**src/rtl/sa_mon_pkg.sv**
```systemverilog
package sa_mon_pkg;
    localparam int SA_COUNT   = 5;  // Sa4..Sa8
    localparam int SA6_INDEX  = 2;  // position of Sa6 in the Sa vector
    localparam int CODE_BITS  = 4;  // Sa6 bits per submultiframe
    localparam int CONFIRM_N  = 3;  // matching submultiframes needed
    localparam int ST_BITS    = 2;
    localparam int ST_SA_CHG  = 0;
    localparam int ST_SA6_CHG = 1;
endpackage

```
**src/rtl/sa_change_det.sv**
```systemverilog
module sa_change_det #(
    parameter int N = 5
) (
    input  logic         clk,
    input  logic         rst_n,
    input  logic         nf_valid,
    input  logic [N-1:0] sa_bits,
    input  logic [N-1:0] sel_mask,
    output logic [N-1:0] sa_cur,
    output logic         change_evt
);
    typedef struct packed {
        logic [N-1:0] cur;
        logic         have_prev;
    } det_state_t;

    det_state_t st_d, st_q;
    logic [N-1:0] diff;

    always_comb begin
        st_d       = st_q;
        diff       = (sa_bits ^ st_q.cur) & sel_mask;
        change_evt = 1'b0;
        if (nf_valid) begin
            change_evt   = st_q.have_prev && (diff != '0);
            st_d.cur       = sa_bits;
            st_d.have_prev = 1'b1;
        end
    end

    always_ff @(posedge clk) begin
        if (!rst_n) st_q <= '0;
        else        st_q <= st_d;
    end

    assign sa_cur = st_q.cur;

    // the held value moves only on a strobed frame
    p_hold_r2: assert property (@(posedge clk) disable iff (!rst_n)
        !nf_valid |=> $stable(sa_cur));
    // no change event without a prior frame
    p_first_frame_r3: assert property (@(posedge clk) disable iff (!rst_n)
        (nf_valid && !st_q.have_prev) |-> !change_evt);
endmodule

```
**src/rtl/sa6_code_filter.sv**
```systemverilog
module sa6_code_filter #(
    parameter int CW  = 4,
    parameter int CNF = 3
) (
    input  logic          clk,
    input  logic          rst_n,
    input  logic          nf_valid,
    input  logic          smf_start,
    input  logic          sa6_bit,
    output logic [CW-1:0] code,
    output logic          update_evt
);
    localparam int CNT_W = $clog2(CW + 1);
    localparam int RUN_W = $clog2(CNF + 1);
    localparam logic [CNT_W-1:0] CNT_FULL = CNT_W'(CW);
    localparam logic [RUN_W-1:0] RUN_MAX  = RUN_W'(CNF);

    typedef struct packed {
        logic [CW-1:0]    acc;
        logic [CNT_W-1:0] cnt;   // CNT_FULL: word done, waiting for smf_start
        logic [CW-1:0]    cand;
        logic [RUN_W-1:0] run;
        logic [CW-1:0]    code;
    } flt_state_t;

    flt_state_t st_d, st_q;
    logic shifted;

    always_comb begin
        st_d       = st_q;
        shifted    = 1'b0;
        update_evt = 1'b0;
        if (nf_valid) begin
            if (smf_start) begin
                st_d.acc = {{(CW-1){1'b0}}, sa6_bit};
                st_d.cnt = CNT_W'(1);
                shifted  = 1'b1;
            end else if (st_q.cnt < CNT_FULL) begin
                st_d.acc = {st_q.acc[CW-2:0], sa6_bit};
                st_d.cnt = st_q.cnt + CNT_W'(1);
                shifted  = 1'b1;
            end
        end
        if (shifted && st_d.cnt == CNT_FULL) begin
            if (st_d.acc == st_q.cand) begin
                if (st_q.run < RUN_MAX) st_d.run = st_q.run + RUN_W'(1);
            end else begin
                st_d.cand = st_d.acc;
                st_d.run  = RUN_W'(1);
            end
            if (st_d.run == RUN_MAX && st_d.acc != st_q.code) begin
                st_d.code  = st_d.acc;
                update_evt = 1'b1;
            end
        end
    end

    always_ff @(posedge clk) begin
        if (!rst_n) st_q <= '{acc: '0, cnt: CNT_FULL, cand: '0, run: '0, code: '0};
        else        st_q <= st_d;
    end

    assign code = st_q.code;

    // the stored code moves only on a strobed frame
    p_code_quiet_r8: assert property (@(posedge clk) disable iff (!rst_n)
        !nf_valid |=> $stable(code));
    // a load always changes the stored value
    p_code_differs_r9: assert property (@(posedge clk) disable iff (!rst_n)
        update_evt |=> (code != $past(code)));
    // the bit counter never runs past a full word
    p_cnt_bound_r7: assert property (@(posedge clk) disable iff (!rst_n)
        st_q.cnt <= CNT_FULL);
endmodule

```
**src/rtl/sa_status_regs.sv**
```systemverilog
module sa_status_regs #(
    parameter int NB = 2
) (
    input  logic          clk,
    input  logic          rst_n,
    input  logic [NB-1:0] set_evt,
    input  logic          rd,
    input  logic [NB-1:0] mask,
    output logic [NB-1:0] status,
    output logic          irq
);
    typedef struct packed {
        logic [NB-1:0] flags;
    } sts_state_t;

    sts_state_t st_d, st_q;

    always_comb begin
        st_d = st_q;
        if (rd) st_d.flags = '0;
        st_d.flags = st_d.flags | set_evt;
    end

    always_ff @(posedge clk) begin
        if (!rst_n) st_q <= '0;
        else        st_q <= st_d;
    end

    assign status = st_q.flags;
    assign irq    = |(st_q.flags & mask);

    // a set event is visible after its edge even under a read
    p_set_wins_r5: assert property (@(posedge clk) disable iff (!rst_n)
        (set_evt != '0) |=> ((status & $past(set_evt)) == $past(set_evt)));
    // a read with no event leaves nothing latched
    p_read_clears_r5: assert property (@(posedge clk) disable iff (!rst_n)
        (rd && set_evt == '0) |=> (status == '0));
endmodule

```
**src/rtl/sa_bit_monitor.sv**
```systemverilog
module sa_bit_monitor
    import sa_mon_pkg::*;
(
    input  logic                 clk,
    input  logic                 rst_n,
    input  logic                 nf_valid,
    input  logic [SA_COUNT-1:0]  sa_bits,
    input  logic                 smf_start,
    input  logic [SA_COUNT-1:0]  sel_mask,
    input  logic [ST_BITS-1:0]   irq_mask,
    input  logic                 status_rd,
    output logic [SA_COUNT-1:0]  sa_current,
    output logic [CODE_BITS-1:0] sa6_code,
    output logic [ST_BITS-1:0]   status,
    output logic                 irq
);
    logic               sa_change_evt;
    logic               sa6_update_evt;
    logic [ST_BITS-1:0] set_vec;

    sa_change_det #(.N(SA_COUNT)) u_det (
        .clk        (clk),
        .rst_n      (rst_n),
        .nf_valid   (nf_valid),
        .sa_bits    (sa_bits),
        .sel_mask   (sel_mask),
        .sa_cur     (sa_current),
        .change_evt (sa_change_evt)
    );

    sa6_code_filter #(.CW(CODE_BITS), .CNF(CONFIRM_N)) u_sa6 (
        .clk        (clk),
        .rst_n      (rst_n),
        .nf_valid   (nf_valid),
        .smf_start  (smf_start),
        .sa6_bit    (sa_bits[SA6_INDEX]),
        .code       (sa6_code),
        .update_evt (sa6_update_evt)
    );

    always_comb begin
        set_vec             = '0;
        set_vec[ST_SA_CHG]  = sa_change_evt;
        set_vec[ST_SA6_CHG] = sa6_update_evt;
    end

    sa_status_regs #(.NB(ST_BITS)) u_sts (
        .clk     (clk),
        .rst_n   (rst_n),
        .set_evt (set_vec),
        .rd      (status_rd),
        .mask    (irq_mask),
        .status  (status),
        .irq     (irq)
    );

    // the change flag rises only after a strobed frame
    p_flag_needs_frame_r3: assert property (@(posedge clk) disable iff (!rst_n)
        $rose(status[ST_SA_CHG]) |-> $past(nf_valid));
    // every new stored code is flagged
    p_code_flagged_r8: assert property (@(posedge clk) disable iff (!rst_n)
        (sa6_code != $past(sa6_code)) |-> status[ST_SA6_CHG]);
    // no interrupt with everything masked
    p_masked_quiet_r6: assert property (@(posedge clk) disable iff (!rst_n)
        (irq_mask == '0) |-> !irq);
endmodule

```
**config.mk**
```make
export PLATFORM = sky130hd
export DESIGN_NAME = sa_bit_monitor
export DESIGN_NICKNAME = d
export VERILOG_FILES = /design/src/rtl/sa_mon_pkg.sv /design/src/rtl/sa_change_det.sv /design/src/rtl/sa6_code_filter.sv /design/src/rtl/sa_status_regs.sv /design/src/rtl/sa_bit_monitor.sv
export SDC_FILE = /design/constraint.sdc
export NUM_CORES = 1
export LEC_CHECK = 0
export BUFFER_PORTS_ARGS = -buffer_cell sky130_fd_sc_hd__buf_2
export CAP_MARGIN = 10
export CORE_ASPECT_RATIO = 0.8
export CORE_MARGIN = 3
export CORE_UTILIZATION = 49
export CTS_CLUSTER_DIAMETER = 150
export CTS_CLUSTER_SIZE = 20
export DETAILED_ROUTE_END_ITERATION = 10
export GPL_TIMING_DRIVEN = 0
export PLACE_DENSITY = 0.86
export SETUP_SLACK_MARGIN = 0.5
export SYNTH_ARGS = -nofsm -noshare
export SYNTH_HDL_FRONTEND = slang
export SYNTH_HIERARCHICAL = 1
export SYNTH_SLANG_ARGS = --single-unit
export TNS_END_PERCENT = 1
```
**constraint.sdc**
```tcl
create_clock -name clk -period 1.9 [get_ports clk]
set_clock_uncertainty 0.05 [all_clocks]
set_input_delay 0 -clock clk [delete_from_list [all_inputs] [get_ports clk]]
set_output_delay 0 -clock clk [all_outputs]
set_load 0.02 [all_outputs]
```
; ---- Word level (Yosys, flattened, before mapping)
; Cells that the tools add are included.
[word_totals]
ff_bits = 25
input_bits = 17
out_inout_bits = 12
[classes]
add_sub_neg = 2
order_cmp = 2
eq_ne = 4
muxes = 13
bitwise_logic = 5
reduce_logical = 7
[op_table]
columns = operator, count
row1 = $mux 7, 3
row2 = $mux 2, 4
row3 = $mux 1, 6
row4 = $and 5x5->5, 1
row5 = $reduce_bool 5->1, 1
row6 = $xor 5x5->5, 1
row7 = $eq 4x4->1, 1
row8 = $ne 4x4->1, 1
row9 = $reduce_and 2->1, 2
row10 = $add 3x1->3 const B, 1
row11 = $eq 3x3->1 const B, 1
row12 = $logic_and 1x1->1, 3
row13 = $lt 3x3->1 const B, 1
row14 = $add 2x1->2 const B, 1
row15 = $and 2x2->2, 1
row16 = $eq 2x2->1 const B, 1
row17 = $lt 2x2->1 const B, 1
row18 = $or 2x2->2, 1
row19 = $reduce_or 2->1, 1
row20 = $not 1->1, 1

; ---- Longest topological paths before layout
; Gate-level depths: netlist (run 1).
[logic_depth]
depth_word = 12
depth_mapped = 8

; ---- Hierarchy
; Netlist (run 1), hierarchy kept.
[by_module_without_submodules]
columns = mod, instances, cells_each, area_each_um2, seq_area_each_um2
row1 = sa6_code_filter, 1, 132, 1082.3, 340.3
row2 = sa_change_det, 1, 32, 321.6, 120.1
row3 = sa_status_regs, 1, 7, 77.6, 40.0

; ---- Worst setup path after synthesis (run 1)
; No wires, ideal clock.
[synth_timing]
kind = register to register
from = register u_sa6/st_q[12] in the netlist's numbering
to = register u_sts.st_q (netlist bit u_sts/status[1])
setup_time_ps = 115
arrival_time_ps = 1721
setup_slack_ps = 14
path_stages_with_launch = 9
synth_period_minus_slack_ps = 1886
path_cell_list = dfxtp_1 -> nor3b_2 -> buf_4 -> and3_1 -> a221oi_1 -> o41a_1 -> nand3_1 -> inv_1 -> o21a_1
[synth_between]
elab_chain_cells = 12
[synth_rtl]
columns = element, line_no
row1 = "start, declared", sa6_code_filter.sv:26  ; flt_state_t st_d, st_q;
row2 = "start signal, assigned", sa6_code_filter.sv:59  ; if (!rst_n) st_q <= '{acc: '0, cnt: CNT_FULL, cand: '0, run: '0, code: '0};
row3 = "start signal, assigned", sa6_code_filter.sv:60  ; else st_q <= st_d;
row4 = $lt 3x3->1, sa6_code_filter.sv:38  ; end else if (st_q.cnt < CNT_FULL) begin
row5 = $mux 7, sa6_code_filter.sv:38
row6 = $mux 7, sa6_code_filter.sv:34  ; if (smf_start) begin
row7 = $mux 7, sa6_code_filter.sv:33  ; if (nf_valid) begin
row8 = $eq 4x4->1, sa6_code_filter.sv:45  ; if (st_d.acc == st_q.cand) begin
row9 = $mux 2, sa6_code_filter.sv:45
row10 = $mux 2, sa6_code_filter.sv:44  ; if (shifted && st_d.cnt == CNT_FULL) begin
row11 = $eq 2x2->1, sa6_code_filter.sv:51  ; if (st_d.run == RUN_MAX && st_d.acc != st_q.code) begin
row12 = $logic_and 1x1->1, sa6_code_filter.sv:51
row13 = $mux 1, sa6_code_filter.sv:51
row14 = $mux 1 *, sa6_code_filter.sv:44
row15 = net sa6_update_evt, sa_bit_monitor.sv:18  ; logic sa6_update_evt;
row16 = $or 2x2->2 *, sa_status_regs.sv:21  ; st_d.flags = st_d.flags | set_evt;
row17 = "end signal, assigned", sa_status_regs.sv:26  ; else st_q <= st_d;
row18 = "end, declared", sa_status_regs.sv:16  ; sts_state_t st_d, st_q;
; The timed path passes the listed nets; every way through them passes the cells marked *. The select of a mux whose other input is x is not followed.
; A chain may end at the register's enable or synchronous reset.

; ---- Final worst setup path (run 1)
; Ends and elaborated chain as after synthesis.

==> results of run 1 <==
## worst max-delay path: stages, from the launching register on
cell and delay [ns]:
dfxtp_4 0.38, nor3b_4 0.27, buf_6 0.19, and3_1 0.17, a221oi_1 0.06, o41a_1 0.45, nand3_2 0.15, inv_1 0.06
o21a_1 0.17
## what timing repair did
action / CTS / global route
hold buffers: 4 / 1
setup endpoints to repair: 12 / 12
endpoints found under the hold margin: 6 / 1
pin swaps: 5 / 4
setup buffers: 6 / 0
gates resized for setup: 12 / 7
## synthesized netlist by cell type (2+ instances only)
cell	count	area (µm²)
o21ai_0	2	10.0
clkbuf_1	3	11.3
a21oi_1	10	50.1
and3_1	6	37.5
nand2b_1	3	18.8
nor2b_1	14	87.6
a221oi_1	3	26.3
dfxtp_1	25	500
mux2i_1	12	120
xor2_1	5	43.8
o22ai_1	2	12.5
and2_1	7	43.8
nand4b_1	4	35.0
nor2_1	12	45.0
o21ai_1	3	15.0
buf_4	10	75.1
a221oi_2	3	45.0
nand2_1	16	60.1
nand3_1	4	20.0
nand3b_1	2	15.0
inv_1	7	26.3
o21a_1	3	22.5
## layout by cell type (no fill, tap or decap), drive strengths merged, types with 7 or more instances in the layout
| cell type | synthesis | layout |
|---|---|---|
| clkbuf | 3 | 7 |
| inv | 7 | 7 |
| a21oi | 10 | 10 |
| nand2 | 16 | 16 |
| nor2b | 14 | 14 |
| and2 | 7 | 7 |
| nor2 | 12 | 12 |
| buf | 11 | 45 |
| dfxtp | 25 | 25 |
| mux2i | 12 | 12 |
## per-layer routing
layer	track usage, %	vias up	part of all wire, %
met5	0	-	0
met4	5.39	0	0.92
met3	4.44	8	3.5
met2	36.8	28	51
met1	24.9	661	44
li1	-	686	-
## how the worst max path moves through the flow
stage,depth (start not counted),from,to,slack (ns)
after floorplan,8,u_sa6/st_q[12],u_sts/status[1],0.07
final,8,u_sa6/st_q[12],u_sts/status[1],-0.15
after detailed placement,8,u_sa6/st_q[12],u_sts/status[1],-0.19
after global routing,8,u_sa6/st_q[12],u_sts/status[1],-0.20
after global placement,8,u_sa6/st_q[12],u_sts/status[1],-0.15
after CTS,8,u_sa6/st_q[12],u_sts/status[1],-0.07
## cells by family after synthesis
group,count (synthesis)
simple gates,75
compound gates,31
flops,25
buf+inv,21
mux,13
xor+xnor,5
fa+ha+maj,1
## layout make-up
cell class / instances / area, µm²
plain buffers: 14 / 96.3
fillers: 219 / 921
inverters: 7 / 26.3
well taps: 38 / 47.5
multi-input cells: 125 / 953
flip-flops and latches: 25 / 504
repair buffers: 39 / 235
clock buffers: 4 / 45.0
## sequential cells by signal, summed over array words and instances (netlist names)
signal	count
u_det/st_q	1
u_sts/status	2
u_sa6/code	4
u_sa6/st_q	13
u_det/sa_cur	5
## report_power, final
group	internal, mW	switching (mW)	leakage, nW
Sequential	0.537	0.0130	0.204
Combinational	0.0767	0.0909	0.694
Clock	0.150	0.166	0.0228
Total	0.764	0.270	0.920
## metrics by stage
step	cell area, µm²	utilization, %	cells	hold slack (ns)	worst slack, ns
floorplan	1490	-	171	0.0675	0.0697
global placement	1680	59.2	237	0.237	-0.148
detailed placement	1680	59.2	237	0.249	-0.188
CTS	1850	65.5	251	0.00145	-0.0726
global route	1910	67.4	252	0.0566	-0.201
finish	1910	67.4	252	0.00876	-0.150
==> results by group, run 1 <==
Global routing
  • Gr usage total: 20.5%
  • Initial antenna violation count: 0
  • Pin count of the biggest net entering global routing: 14
  • First-pass GRT wire length: about 5.6 mm
  • Total congestion overflow: 0
  • Vias in the first global route: 1,250

Critical path
  • Worst setup EP type: flop
  • RR Startpoint: u_sa6/st_q[12]
  • Critical path class: flop to flop
  • R2r endpoint: u_sts/status[1]
  • CP required: a little over 2 ns
  • Reg2reg path depth: 8
  • Worst EP arrival: 2.17 ns
  • Reg2reg setup slack: -0.15 ns
  • Worst setup SP type: flop
  • CP Max Fanout: 10

Cells and area
  • Layout cell share with drive strength beyond 1: 33.2%
  • Number of nets in the layout: 233
  • Syn-to-layout area delta: 28.8%
  • # diodes: 0

Floorplan
  • Rows: 17
  • I/O pins: 29
  • Placeable Area: about 2800 µm²
  • Die Area: 3720 µm²
  • Initial Util: 52.4%
  • Chip width: 67.5 µm
  • Die H: 55.2 µm

Clock tree
  • H-Tree Depth: 1
  • CTS tree: built
  • Worst-path clk slew: 0.08 ns
  • Sinks on Clock Net: 25
  • TritonCTS buffer count: 3
  • Clock insertion delay at the later pin of the skew report: 0.27 ns
  • Clock Path Buffers: 2
  • CTS Root Cell: clkbuf_8

Timing
  • RSZ-0062 raised after global routing: yes
  • Setup WS post-layout: -0.150 ns
  • Achievable clock frequency: 0.488 GHz
  • Final setup fails: 10
  • Period minus WS final: 2.05 ns
  • Fin crit share: 108%
  • Slew margin rel.: 67.7%
  • Worst-Margin Slew: 0.485 ns
  • Final hold viol count: 0
  • Final count of pins violating max slew: 0
  • Setup_tns: -0.861 ns

Run
  • Max Cap Violations: 0

Synth
  • Avg Inst Size Synth: between 8 and 9 µm²
  • Post-Synth Adder-Cell Area: 0.845%
  • Count of cell types in the netlist: 37
  • Post-Syn Instances: roughly 170
  • Post-synth EDFFs: 0
  • Mapped Nets: 189
  • Complex-gate fraction of the synthesized area: approximately 17%
  • Syn. warnings: 6
  • Seq/Total Area, Yosys: 33.8%
  • Top_reg_cell synth: dfxtp_1
  • Mux cell area share after synthesis: 8.87%
  • Synthesized area: 1480 µm²
  • Simple-Gate Fraction of Synth Area: between 20% and 30%
  • Yosys reg bits: 25
  • Post-synth ARST share: 0%
  • XOR/XNOR Fraction of Synth Area: slightly below 3%
  • Largest family of logic cells by synthesized area: simple AND/OR/NAND/NOR gates

Drt
  • DRC violations left: 0
  • Drt via density: between 5 and 6
  • Final wirelength: 3.71 mm
  • Routed len/inst: between 10 and 15 µm
  • Vias: 1,383
  • 1st-iter DRT viols: 68
  • DRT antenna net count: 0
  • Drt pass-1 iters: 4

Status
  • Status: complete, but fails checks
  • Violated checks: setup timing

Place
  • Gpl congestion: 0.854
  • IO buf count: 28
  • DP Wirelength: roughly 2.4 mm

Power and ir drop
  • Peak supply drop: around 0.42 mV
  • PwrDens: approximately 540 nW/µm²
  • Pleak: 0.920 nW
  • Final Power: 1.03 mW

Worst hold path
  • Worst Hold End: u_det/sa_cur[4]
  • Hold Crit Depth: 3
  • Hold Crit Start: sa_bits[4]
  • Min-Delay Path Class: input port to flop
Power figures use the tool's default switching activity.
==> run 2, diff against run 1 <==
- GPL_TIMING_DRIVEN: 0 -> default
==> results by group, run 2 (synthesis gave the netlist of run 1 again) <==
Critical path
  • Worst setup EP type: flop
  • CP required: 2.05 ns (+0.03 ns)
  • CP Max Fanout: 5 (-5)
  • Setup crit start: u_sa6/st_q[12]
  • Worst setup SP type: flop
  • Critical path class: flop to flop
  • RR Startpoint: u_sa6/st_q[12]
  • Worst EP arrival: 2.21 ns (+0.04 ns)

Status
  • Violated checks: setup timing
  • Status: complete, but fails checks

Floorplan
  • I/O pins: 29 (unchanged)
  • Rows: 17 (unchanged)
  • Chip width: 67.5 µm (unchanged)
  • Initial Util: 52.4% (unchanged)
  • Placeable Area: 2830 µm² (unchanged)
  • Die H: 55.2 µm (unchanged)
  • Die Area: 3720 µm² (unchanged)

Power and ir drop
  • P_int: 0.771 mW (+0.88%)
  • Switching share of power: 25.5% (-0.60 points)
  • PwrDens: 547 nW/µm² (+1.0%)
  • Clock power share: 30.0% (-0.6 points)
  • Switching power total: 0.264 mW (-2.2%)
  • Part of the power in combinational logic: 16.6% (+0.4 points)
  • Pleak: 0.939 nW (+2.0%)
  • Seq pwr share: 53.4% (+0.2 points)
  • Peak supply drop: 0.504 mV (+21%)
  • Final Power: 1.03 mW (about the same)

Timing
  • Final setup fails: 11 (+1)
  • Achievable clock frequency: 0.485 GHz (-0.62%)
  • Fin crit share: 109% (+0.67 points)
  • Worst-Margin Slew: 0.351 ns (-0.134 ns)
  • Setup WS post-layout: -0.163 ns (-0.0127 ns)
  • Final count of pins violating max slew: 0 (unchanged)
  • Slew margin rel.: 76.6% (+8.9 points)
  • Period minus WS final: 2.06 ns (+0.0127 ns)
  • Final hold viol count: 0 (unchanged)
  • RSZ-0062 raised after global routing: yes

Drt
  • Drt pass-1 iters: 4 (unchanged)
  • Final wirelength: 3.69 mm (-0.46%)
  • DRT antenna net count: 0 (unchanged)
  • Routed len/inst: 14.4 µm (-2.0%)
  • 1st-iter DRT viols: 65 (-4.4%)
  • Drt via density: 5.40 (-1.6%)
  • Vias: 1,382 (-0.072%)
  • DRC violations left: 0 (unchanged)

Global routing
  • Total congestion overflow: 0 (unchanged)
  • First-pass GRT wire length: 5.87 mm (+4.2%)
  • Vias in the first global route: 1,252 (+0.16%)
  • Gr usage total: 20.9% (+0.43 points)
  • Pin count of the biggest net entering global routing: 21 (+7)
  • Initial antenna violation count: 0 (unchanged)

Clock tree
  • Clock Path Buffers: 2 (unchanged)
  • CTS tree: built
  • Sinks on Clock Net: 25 (unchanged)
  • H-Tree Depth: 1 (unchanged)
  • TritonCTS buffer count: 3 (unchanged)
  • Worst-path clk slew: 0.08 ns (about the same)
  • CTS Root Cell: clkbuf_8
  • Clock insertion delay at the later pin of the skew report: 0.27 ns (about the same)

Place
  • Cells after DPL: 246 (+3.8%)
  • DP Wirelength: 2.57 mm (+7.2%)
  • Gpl congestion: 0.969 (+13%)
  • IO buf count: 28 (unchanged)
  • Placed Instance Area: 1760 µm² (+4.9%)

Cells and area
  • Design Area, Final: 1890 µm² (-0.92%)
  • Final core utilization: 66.8% (-0.62 points)
  • Layout cell share with drive strength beyond 1: 33.5% (+0.31 points)
  • Max reg flops: 13 (unchanged)
  • Footprint of the multi-input gates: 898 µm² (-5.8%)
  • FF+latch area: 502 µm² (-0.50%)
  • Final std cells w/o fill: 256 (+1.6%)
  • Commonest cells after routing, fill and taps aside: 28 x buf_2, 24 x buf_4, 24 x dfxtp_1, 15 x nand2_1, 13 x nor2b_1
  • Syn-to-layout area delta: 27.6%
  • Number of nets in the layout: 237 (+1.7%)
  • Commonest non-fill, non-tap cell in the layout: buf_2
  • # diodes: 0 (unchanged)
  • Fillers: 232 (+5.9%)
  • Biggest register: u_sa6/st_q

Run
  • Max Cap Violations: 0 (unchanged)

Worst hold path
  • Hold Crit Start: status_rd
  • Min-Delay Path Class: input port to flop
run 2: cell types whose count changed in the layout (fill, tap and decap cells not counted), sizes merged:
| cell | before | now |
|---|---|---|
| dlygate4sd3 | 5 | 4 |
| clkbuf | 7 | 4 |
| buf | 45 | 53 |
run 2: final timing paths:
kind                           to  slack, ns  cells after the start
setup reg to reg    u_sa6/st_q[8]      -0.16                      8
setup / recovery    u_sa6/st_q[8]      -0.16                      8
hold / removal    u_sts/status[1]       0.01                      3
hold reg to reg     u_det/st_q[0]       0.41                      1
run 2: metrics by stage:
stage	setup slack (ns)	hold slack, ns	TNS [ns]
2_1_floorplan	0.0697	0.0675	0
3_3_place_gp	-0.0571	0.236	-0.333
3_5_place_dp	-0.120	0.245	-0.953
4_1_cts	-0.114	0.0147	-0.819
5_1_grt	-0.223	0.0210	-2.02
6_report	-0.163	0.0102	-1.14
run 2: metal layers:
layer	vias to the layer above	GRT usage [%]	routed length, µm
li1	692	-	-
met1	638	27.2	1670
met2	46	36.5	1740
met3	6	3.84	246
met4	0	4.04	39
met5	-	0	0
run 2: area by class of cell:
cell class                 instances  share of cell area, %
timing repair buffer              57                   19.7
sequential                        25                   26.5
clock buffer                       4                   2.38
tap                               38                   2.51
multi-input combinational        125                   47.5
inverter                           7                   1.39
run 2: power groups by stage:
stage	Clock, mW	Sequential (mW)	Combinational, mW
final	0.310	0.552	0.172
after global routing	0.338	0.554	0.185
after CTS	0.318	0.551	0.166
after detailed placement	0	0.563	0.154
after global placement	0	0.562	0.151
after floorplan	0	0.561	0.0913
run 2: critical path, cell delays in order, from the launching register on:
cell	delay (ns)
dfxtp_2	0.40
nor2b_2	0.32
o21ai_1	0.17
a221oi_2	0.36
buf_4	0.19
o41ai_4	0.08
buf_4	0.16
nor2b_1	0.12
a21oi_1	0.14
run 2: what timing repair did:
item	in CTS	in global routing
resized for setup	5	3
setup buffers	2	0
pin swaps	3	1
endpoints found under the setup margin	14	15
hold buffers	4	0
endpoints found under the hold margin	4	0
